--- config.mk ---
export PLATFORM = sky130hd
export DESIGN_NAME = irq_prio_ctrl
export DESIGN_NICKNAME = d
export VERILOG_FILES = /design/src/rtl/irq_pkg.sv /design/src/rtl/irq_src_regs.sv /design/src/rtl/irq_select.sv /design/src/rtl/irq_shadow.sv /design/src/rtl/irq_prio_ctrl.sv
export SDC_FILE = /design/constraint.sdc
export NUM_CORES = 1
export LEC_CHECK = 0
export CORE_UTILIZATION = 44
export CTS_BUF_LIST = sky130_fd_sc_hd__clkbuf_8
export CTS_CLUSTER_DIAMETER = 150
export DETAILED_ROUTE_END_ITERATION = 16
export GPL_ROUTABILITY_DRIVEN = 0
export PLACE_DENSITY_LB_ADDON = 0.12
export SETUP_SLACK_MARGIN = 0.2
export SYNTH_ARGS = -nofsm -noshare
export SYNTH_HDL_FRONTEND = slang
export SYNTH_HIERARCHICAL = 1
export SYNTH_SLANG_ARGS = --single-unit
--- constraint.sdc ---
create_clock -name clk -period 2 [get_ports clk]
set_input_delay 0.6 -clock clk [delete_from_list [all_inputs] [get_ports clk]]
set_output_delay 0.6 -clock clk [all_outputs]
set_load 0.05 [all_outputs]
--- src/rtl/irq_pkg.sv ---
package irq_pkg;
  localparam logic [1:0] A_FLAG = 2'd0;
  localparam logic [1:0] A_EN   = 2'd1;
  localparam logic [1:0] A_PRIO = 2'd2;
  localparam logic [1:0] A_CTRL = 2'd3;
  localparam int C_MODE = 0;
  localparam int C_GHI  = 1;
  localparam int C_GLO  = 2;
  localparam int C_SHI  = 3;
  localparam int C_SLO  = 4;
endpackage

--- src/rtl/irq_src_regs.sv ---
module irq_src_regs #(
  parameter int NSRC = 18
) (
  input  logic            clk,
  input  logic            rst,
  input  logic [NSRC-1:0] irq_set,
  input  logic            reg_we,
  input  logic [1:0]      reg_addr,
  input  logic [NSRC-1:0] reg_wdata,
  output logic [NSRC-1:0] flag,
  output logic [NSRC-1:0] en,
  output logic [NSRC-1:0] prio
);
  import irq_pkg::*;
  logic [NSRC-1:0] prio_q;

  always_ff @(posedge clk) begin
    if (rst) begin
      flag   <= '0;
      en     <= '0;
      prio_q <= '0;
    end else begin
      if (reg_we && reg_addr == A_FLAG) flag <= reg_wdata | irq_set;
      else                              flag <= flag | irq_set;
      if (reg_we && reg_addr == A_EN)   en     <= reg_wdata;
      if (reg_we && reg_addr == A_PRIO) prio_q <= reg_wdata;
    end
  end

  // line 0 carries no priority storage of its own: always high
  generate
    for (genvar i = 0; i < NSRC; i++) begin : g_prio
      if (i == 0) begin : g_fixed
        assign prio[i] = 1'b1;
      end else begin : g_free
        assign prio[i] = prio_q[i];
      end
    end
  endgenerate
endmodule

--- src/rtl/irq_select.sv ---
module irq_select #(
  parameter int NSRC  = 18,
  parameter int NCORE = 5
) (
  input  logic [NSRC-1:0] flag,
  input  logic [NSRC-1:0] en,
  input  logic [NSRC-1:0] prio,
  input  logic            mode_prio,
  input  logic            g_hi,
  input  logic            g_lo,
  input  logic            svc_hi,
  output logic            take_hi,
  output logic            take_lo
);
  logic [NSRC-1:0] pend, core_m;
  logic hi_req, lo_req, core_req, per_req, cmp_take;

  generate
    for (genvar i = 0; i < NSRC; i++) begin : g_core
      assign core_m[i] = (i < NCORE);
    end
  endgenerate

  always_comb begin
    pend     = flag & en;
    hi_req   = |(pend & prio);
    lo_req   = |(pend & ~prio);
    core_req = |(pend & core_m);
    per_req  = |(pend & ~core_m);
    cmp_take = g_hi & (core_req | (g_lo & per_req));
    take_hi  = mode_prio ? (g_hi & hi_req) : cmp_take;
    take_lo  = mode_prio & ~take_hi & g_lo & lo_req & ~svc_hi;
  end
endmodule

--- src/rtl/irq_shadow.sv ---
module irq_shadow #(
  parameter int DW = 8
) (
  input  logic          clk,
  input  logic          rst,
  input  logic          capture,
  input  logic [DW-1:0] st_in,
  input  logic [DW-1:0] w_in,
  input  logic [DW-1:0] bsr_in,
  output logic [DW-1:0] st_out,
  output logic [DW-1:0] w_out,
  output logic [DW-1:0] bsr_out
);
  always_ff @(posedge clk) begin
    if (rst) begin
      st_out  <= '0;
      w_out   <= '0;
      bsr_out <= '0;
    end else if (capture) begin
      st_out  <= st_in;
      w_out   <= w_in;
      bsr_out <= bsr_in;
    end
  end
endmodule

--- src/rtl/irq_prio_ctrl.sv ---
module irq_prio_ctrl #(
  parameter int NSRC  = 18,
  parameter int NCORE = 5,
  parameter int DW    = 8,
  parameter int VW    = 21,
  parameter logic [VW-1:0] VEC_HI = 21'h000008,
  parameter logic [VW-1:0] VEC_LO = 21'h000018
) (
  input  logic            clk,
  input  logic            rst,
  input  logic [NSRC-1:0] irq_set,
  input  logic            reg_we,
  input  logic [1:0]      reg_addr,
  input  logic [NSRC-1:0] reg_wdata,
  output logic [NSRC-1:0] reg_rdata,
  input  logic            ret_req,
  input  logic            ret_fast,
  input  logic [DW-1:0]   st_in,
  input  logic [DW-1:0]   w_in,
  input  logic [DW-1:0]   bsr_in,
  output logic            irq_ack,
  output logic [VW-1:0]   irq_vec,
  output logic            push_req,
  output logic            pop_req,
  output logic            restore_en,
  output logic [DW-1:0]   st_out,
  output logic [DW-1:0]   w_out,
  output logic [DW-1:0]   bsr_out
);
  import irq_pkg::*;

  logic [NSRC-1:0] flag, en, prio;
  logic mode_prio, g_hi, g_lo, insvc_hi, insvc_lo;
  logic take_hi, take_lo, take;

  irq_src_regs #(.NSRC(NSRC)) u_regs (
    .clk(clk), .rst(rst), .irq_set(irq_set), .reg_we(reg_we),
    .reg_addr(reg_addr), .reg_wdata(reg_wdata),
    .flag(flag), .en(en), .prio(prio)
  );

  irq_select #(.NSRC(NSRC), .NCORE(NCORE)) u_sel (
    .flag(flag), .en(en), .prio(prio), .mode_prio(mode_prio),
    .g_hi(g_hi), .g_lo(g_lo), .svc_hi(insvc_hi),
    .take_hi(take_hi), .take_lo(take_lo)
  );

  // a return in the same cycle defers any entry by one cycle
  assign take = ~ret_req & (take_hi | take_lo);

  irq_shadow #(.DW(DW)) u_shadow (
    .clk(clk), .rst(rst), .capture(take),
    .st_in(st_in), .w_in(w_in), .bsr_in(bsr_in),
    .st_out(st_out), .w_out(w_out), .bsr_out(bsr_out)
  );

  always_ff @(posedge clk) begin
    if (rst) begin
      mode_prio  <= 1'b0;
      g_hi       <= 1'b0;
      g_lo       <= 1'b0;
      insvc_hi   <= 1'b0;
      insvc_lo   <= 1'b0;
      irq_ack    <= 1'b0;
      irq_vec    <= '0;
      push_req   <= 1'b0;
      pop_req    <= 1'b0;
      restore_en <= 1'b0;
    end else begin
      irq_ack    <= 1'b0;
      push_req   <= 1'b0;
      pop_req    <= 1'b0;
      restore_en <= 1'b0;
      if (reg_we && reg_addr == A_CTRL) begin
        mode_prio <= reg_wdata[C_MODE];
        g_hi      <= reg_wdata[C_GHI];
        g_lo      <= reg_wdata[C_GLO];
      end
      // hardware updates below take precedence over a software write
      if (ret_req) begin
        pop_req    <= 1'b1;
        restore_en <= ret_fast & mode_prio;
        if (insvc_hi) begin
          insvc_hi <= 1'b0;
          g_hi     <= 1'b1;
        end else if (insvc_lo) begin
          insvc_lo <= 1'b0;
          g_lo     <= 1'b1;
        end
      end else if (take) begin
        irq_ack  <= 1'b1;
        push_req <= 1'b1;
        if (take_hi) begin
          irq_vec  <= VEC_HI;
          g_hi     <= 1'b0;
          insvc_hi <= 1'b1;
        end else begin
          irq_vec  <= VEC_LO;
          g_lo     <= 1'b0;
          insvc_lo <= 1'b1;
        end
      end
    end
  end

  always_ff @(posedge clk) begin
    if (rst) begin
      reg_rdata <= '0;
    end else begin
      reg_rdata <= '0;
      case (reg_addr)
        A_FLAG: reg_rdata <= flag;
        A_EN:   reg_rdata <= en;
        A_PRIO: reg_rdata <= prio;
        default: begin
          reg_rdata[C_MODE] <= mode_prio;
          reg_rdata[C_GHI]  <= g_hi;
          reg_rdata[C_GLO]  <= g_lo;
          reg_rdata[C_SHI]  <= insvc_hi;
          reg_rdata[C_SLO]  <= insvc_lo;
        end
      endcase
    end
  end
endmodule

Word level (Yosys, flattened, before mapping) --
Index checks and enable logic that the tools add are counted.
Operators by class: $add $sub $neg 0, multipliers 0, divide/modulo/power cells 0, magnitude comparators 0, equality and inequality tests 5, shifts and indexed selects 0, muxes and demuxes 22, bitwise logic cells 20, reduce and logical (&&, ||, !) cells 15
Operators by type and width (number):
- 18-bit bitwise AND | 3
- 13-bit case mux with 3 select lines | 1
- 18-bit bitwise OR | 2
- 18-bit OR reduction | 2
- 1-bit 2-to-1 mux | 18
- 18-bit 2-to-1 mux | 1
- 18-bit inverter | 1
- 5-bit case mux with 3 select lines | 1
- 13-bit OR reduction | 1
- 1-bit bitwise AND | 9
- 5-bit 2-to-1 mux | 1
- 5-bit OR reduction | 1
- 2-bit == test, second input constant | 2
- 1-bit logical AND | 4
- 2-bit inequality test, second input constant | 2
- 2-bit AND reduction | 2
- 2-bit OR reduction | 2
- 1-bit inverter | 3
- 3-bit AND reduction | 1
- 2-bit by 1-bit == test with 1-bit output, second input constant | 1
- 2-bit zero test | 1
- 1-bit bitwise OR | 2
- 2-bit nonzero test | 1
Storage, ports and cells: flip-flop bits (word level) 125, bits in latches 0, memory bits (writable) 0, ROM bits 0, bits of input ports 67, output and inout bits 67, memories kept 0

Logic depth before layout (Yosys ltp) --
word-level depth 15, gate-level depth with buffers 11

Modules after synthesis --
The synthesis kept the hierarchy.
Modules (own cells, without submodules):
- irq_src_regs | instances 1, cells an instance 235, area each 1911.8 µm², seq. area each 1061.0 µm²
- irq_prio_ctrl | instances 1, cells an instance 145, area each 1402.6 µm², seq. area each 560.5 µm²
- irq_shadow | instances 1, cells an instance 77, area each 869.6 µm², seq. area each 480.5 µm²
- irq_select | instances 1, cells an instance 66, area each 379.1 µm², seq. area each 0.0 µm²

Worst setup path after synthesis --
Ideal clock, no wire load.
kind register to register, start reg u_regs.flag[10], end reg u_shadow.bsr_out[0], data arrival time 1875 ps, data required time 1872 ps, slack -2 ps, cell stages (with the launch flop) 11, buffers on the path 2, cell sequence dfxtp_1 a222oi_1 nand4_1 o21ai_1 nand4b_1 and3_1 o21ba_2 buf_6 buf_12 mux2i_1 nor2_1
Between the ends: word-level cells in the longest chain between the ends 13
Ends and longest elaborated chain:
- from (decl) | RTL line irq_src_regs.sv:10 | output logic [NSRC-1:0] flag,
- from (signal assigned) | RTL line irq_src_regs.sv:23 | if (reg_we && reg_addr == A_FLAG) flag <= reg_wdata | irq_set;
- from (signal assigned) | RTL line irq_src_regs.sv:24 | else flag <= flag | irq_set;
- 18-bit bitwise AND (*) | RTL line irq_select.sv:25 | pend = flag & en;
- 13-bit OR reduction | RTL line irq_select.sv:29 | per_req = |(pend & ~core_m);
- 1-bit bitwise AND | RTL line irq_select.sv:30 | cmp_take = g_hi & (core_req | (g_lo & per_req));
- 1-bit bitwise OR | RTL line irq_select.sv:30
- 1-bit bitwise AND | RTL line irq_select.sv:30
- 1-bit 2-to-1 mux (*) | RTL line irq_select.sv:31 | take_hi = mode_prio ? (g_hi & hi_req) : cmp_take;
- named net take_hi | RTL line irq_prio_ctrl.sv:34 | logic take_hi, take_lo, take;
- 1-bit inverter | RTL line irq_select.sv:32 | take_lo = mode_prio & ~take_hi & g_lo & lo_req & ~svc_hi;
- 1-bit bitwise AND (4 in a row) | RTL line irq_select.sv:32
- 1-bit bitwise OR (*) | RTL line irq_prio_ctrl.sv:49 | assign take = ~ret_req & (take_hi | take_lo);
- 1-bit bitwise AND (*) | RTL line irq_prio_ctrl.sv:49
- named net take | RTL line irq_prio_ctrl.sv:34
- to (signal assigned) | RTL line irq_shadow.sv:22 | bsr_out <= bsr_in;
- to (decl) | RTL line irq_shadow.sv:12 | output logic [DW-1:0] bsr_out
Mark *: on every way through the listed nets, which the timed path passes. The rest lies on a longest branch. A chain may end at the register's enable or synchronous reset.

Worst setup path after layout --
start reg u_regs.flag[13], end reg u_shadow.w_out[6]
Between the ends: word-level cells in the longest chain between the ends 13
Ends and longest elaborated chain:
- 18-bit bitwise AND (*) | RTL line irq_select.sv:25
- 13-bit OR reduction | RTL line irq_select.sv:29
- 1-bit bitwise AND | RTL line irq_select.sv:30
- 1-bit bitwise OR | RTL line irq_select.sv:30
- 1-bit bitwise AND | RTL line irq_select.sv:30
- 1-bit 2-to-1 mux | RTL line irq_select.sv:31
- 1-bit inverter | RTL line irq_select.sv:32
- 1-bit bitwise AND (2 in a row) | RTL line irq_select.sv:32
- 1-bit bitwise AND (*) (2 in a row) | RTL line irq_select.sv:32
- named net take_lo | RTL line irq_prio_ctrl.sv:34
- 1-bit bitwise OR (*) | RTL line irq_prio_ctrl.sv:49
- 1-bit bitwise AND (*) | RTL line irq_prio_ctrl.sv:49
- named net take | RTL line irq_prio_ctrl.sv:34
- to (signal assigned) | RTL line irq_shadow.sv:21 | w_out <= w_in;
- to (decl) | RTL line irq_shadow.sv:11 | output logic [DW-1:0] w_out,
Marked as above.

==> impl_metrics.py <==
metrics = {
    "cts": {
        "clock_path_buffers": 2,
        "cts_max_level": 3,
        "clock_sinks": 105,
        "cts_buffers": 9,
        "cts_tree": "built",
        "clk_latency_ns": 0.38,
        "hold_buffers": 0,
        "cts_root_buf": "clkbuf_8",
        "clkTransAtPathRegs_ns": 0.10,
    },
    "sta": {
        "fin_worst_skew_ns": 0.0147,
        "final.setup.tns_ns": -4.22,
        "worst_slack_ns": -0.203,
        "setup_viol": 28,
        "hold_viol": 0,
        "fin_crit_sh": 1.10,
        "period_minus_slack_ns": 2.20,
        "fmax_ghz": 0.454,
        "drv_slew": 0,
        "rsz0062_at_grt": "true",
    },
    "floorplan": {
        "die_y_um": 104,
        "dieArea_sq_um": 10800,
        "initial_core_util": 0.460,
        "ios": 134,
        "coreArea_sq_um": 9910,
        "num_rows": 36,
        "die-width_um": 104,
    },
    "yosys": {
        "synth_edf_count": 0,
        "synth_seq_cells": 105,
        "netlist_area_sq_um": 4560,
        "synth.yosys.seq_area_share": 0.461,
        "ys_types": 41,
        "async_reset_ff_frac": 0,
        "ys.flop_type": "dfxtp_1",
        "yosys_warnings": 6,
        "synthCells": 523,
        "postSynthAreaPerCell_sq_um": 8.72,
    },
    "drt": {
        "dr.pass1.iters": 5,
        "avgViaCountPerCell": 5.18,
        "wl_per_cell_um": 15.2,
        "antenna_left": 0,
        "drt_wl_total_um": 12600,
        "num_vias": 4301,
        "dr.first_iter.drc_count": 345,
        "drc": 0,
    },
    "placement": {
        "dp_hpwl_um": 9160,
        "dp_slack_ns": -0.242,
        "port_buffers": 114,
    },
    "cells_and_area": {
        "final_util": 0.653,
        "area_growth_pct": 41.7,
        "drive_above_1_share": 0.240,
        "diodes": 0,
        "nets": 759,
        "nFillCells": 858,
    },
    "grt": {
        "grt.met1_usage": 0.319,
        "grt_pass1_vias": 4034,
        "track_usage": 0.238,
        "grt_pass1_wl_um": 20400,
        "antenna_found_initial": 0,
        "grt_max_degree": 44,
        "overflow": 0,
        "grt.busiest_layer": "met2",
        "use_met3": 0.0541,
        "grt_util_met2": 0.377,
    },
    "worst_setup_path": {
        "crit_fanout": 13,
        "endpoint_kind": "flop",
        "start_kind": "flop",
        "critPathKind": "reg -> reg",
        "cp.required_ns": 2.25,
        "cp.arrival_ns": 2.45,
    },
    "job": {
        "drv_cap": 0,
    },
    "power_and_ir_drop": {
        "leakage_nw": 2.61,
        "p_per_area_nw_per_um2": 660,
        "ir_drop_v": 0.000349,
    },
    "hold_path": {
        "worstHoldPathType": "reg -> reg",
    },
    "outcome": {
        "failed_checks": "setup timing",
        "status": "finished, violations left",
    },
}
-- routing by layer --
| metal | share of wire | wire length (um) |
|---|---|---|
| met4 | 0.026 | 325 |
| met3 | 0.085 | 1070 |
| met5 | 0 | 0 |
| met1 | 0.44 | 5610 |
| met2 | 0.44 | 5610 |
-- where the power goes --
part / total (mW) / leakage (nW) / switching, mW / internal [mW]
Sequential: 2.21 / 0.858 / 0.0484 / 2.16
Combinational: 0.711 / 1.64 / 0.385 / 0.326
Clock: 1.35 / 0.107 / 0.704 / 0.643
Total: 4.27 / 2.61 / 1.14 / 3.13
-- synth_stat cells (2+ instances only) --
library cell | number | share of area
and3b_1 | 2 | 0.0038
buf_6 | 4 | 0.0099
nor4_1 | 2 | 0.0027
a22oi_1 | 4 | 0.0066
a21oi_1 | 86 | 0.094
or2_0 | 10 | 0.014
mux4_2 | 4 | 0.020
nor3_1 | 3 | 0.0033
nand3_1 | 19 | 0.021
dfxtp_1 | 105 | 0.46
nor2_1 | 30 | 0.025
nand2_1 | 116 | 0.095
or2_2 | 3 | 0.0041
a211oi_1 | 2 | 0.0033
buf_2 | 5 | 0.0055
nand3b_1 | 8 | 0.013
mux2i_1 | 40 | 0.088
buf_12 | 3 | 0.013
and3_1 | 3 | 0.0041
nand4_1 | 7 | 0.0096
o2111ai_1 | 2 | 0.0038
conb_1 | 2 | 0.0016
o22ai_1 | 5 | 0.0069
clkbuf_1 | 11 | 0.0090
buf_4 | 25 | 0.041
nor2b_1 | 7 | 0.0096
-- cell type report --
cell class	count	area, sq um	area share
timing repair buffer	189	1730	0.268
multi-input combinational	386	2250	0.348
tap	133	166	0.0257
sequential	105	2110	0.326
clock buffer	11	151	0.0234
inverter	1	3.75	0.000580
clock inverter	5	55.1	0.00851
-- cells by family (layout without fill, tap and decap cells) --
| group | after synthesis | in the layout | share of synthesized area |
|---|---|---|---|
| compound gates | 104 | 104 | 0.124 |
| buf+inv | 50 | 206 | 0.0803 |
| flops | 105 | 105 | 0.461 |
| mux | 45 | 45 | 0.113 |
| other cells | 2 | 20 | 0.00165 |
| simple gates | 217 | 217 | 0.220 |
-- state kept, by name, summed over array words and instances, names as in the netlist --
register,count
u_regs/prio_q,17
u_shadow/st_out,8
irq_vec,2
g_lo,1
g_hi,1
insvc_lo,1
restore_en,1
mode_prio,1
u_regs/flag,18
u_shadow/bsr_out,8
pop_req,1
u_shadow/w_out,8
push_req,1
u_regs/en,18
reg_rdata,18
insvc_hi,1
-- worst max-delay path, stage by stage (launching register included) --
cell and delay, ns:
dfxtp_1 0.37, nand3_1 0.10, nand4_1 0.13, nor4_2 0.26, buf_4 0.14, nand4_1 0.18, a31oi_4 0.25, o21ba_4 0.21
buf_12 0.17, mux2i_1 0.21, nor2_1 0.06
-- final timing paths --
path	end	slack, ns	start	cells after the start
worst max-delay path	u_shadow/w_out[6]$_SDFFE_PP0P_	-0.20	u_regs/flag[13]$_SDFF_PP0_	10
worst min-delay path	u_regs/flag[7]$_SDFF_PP0_	0.49	u_regs/flag[7]$_SDFF_PP0_	2
worst max register to register	u_shadow/w_out[6]$_SDFFE_PP0P_	-0.20	u_regs/flag[13]$_SDFF_PP0_	10
worst min register to register	u_regs/flag[7]$_SDFF_PP0_	0.49	u_regs/flag[7]$_SDFF_PP0_	2
-- cell usage in the layout (no fill, tap or decap), types with 2 or more instances in the layout --
cell type        count
nor4_2               2
nor2_1              28
clkdlybuf4s50_1     65
nor2b_1              6
inv_1                2
or2_0               10
mux2i_1             40
clkbuf_8            11
or2_2                3
conb_1              20
and3_1               2
nand4_1              7
a21oi_1             86
buf_12              10
and3b_1              2
a211oi_2             2
buf_6                2
o22ai_1              5
nor3_1               2
dfxtp_1            100
nand2_1            116
a22oi_1              4
nand3b_1             8
dfxtp_2              5
nand3_1             18
buf_4              110
mux4_2               4
nor3b_4              2
o2111ai_1            2
-- stage by stage --
step / instances / cell area (sq um) / power [mW] / hold WS, ns
after floorplan: 541 / 4640 / 2.63 / 0.454
after global placement: 811 / 6120 / 2.94 / 0.469
after detailed placement: 811 / 6120 / 2.95 / 0.480
after CTS: 828 / 6420 / 4.28 / 0.484
after global routing: 830 / 6470 / 4.44 / 0.494
final: 830 / 6470 / 4.27 / 0.486
-- timing repair --
item	in CTS	in global routing
setup buffers	0	2
cloned	1	0
hold endpoints to repair	0	0
setup endpoints to repair	30	31
resized for setup	16	7
pin swaps	4	6
Power figures use the tool's default switching activity.
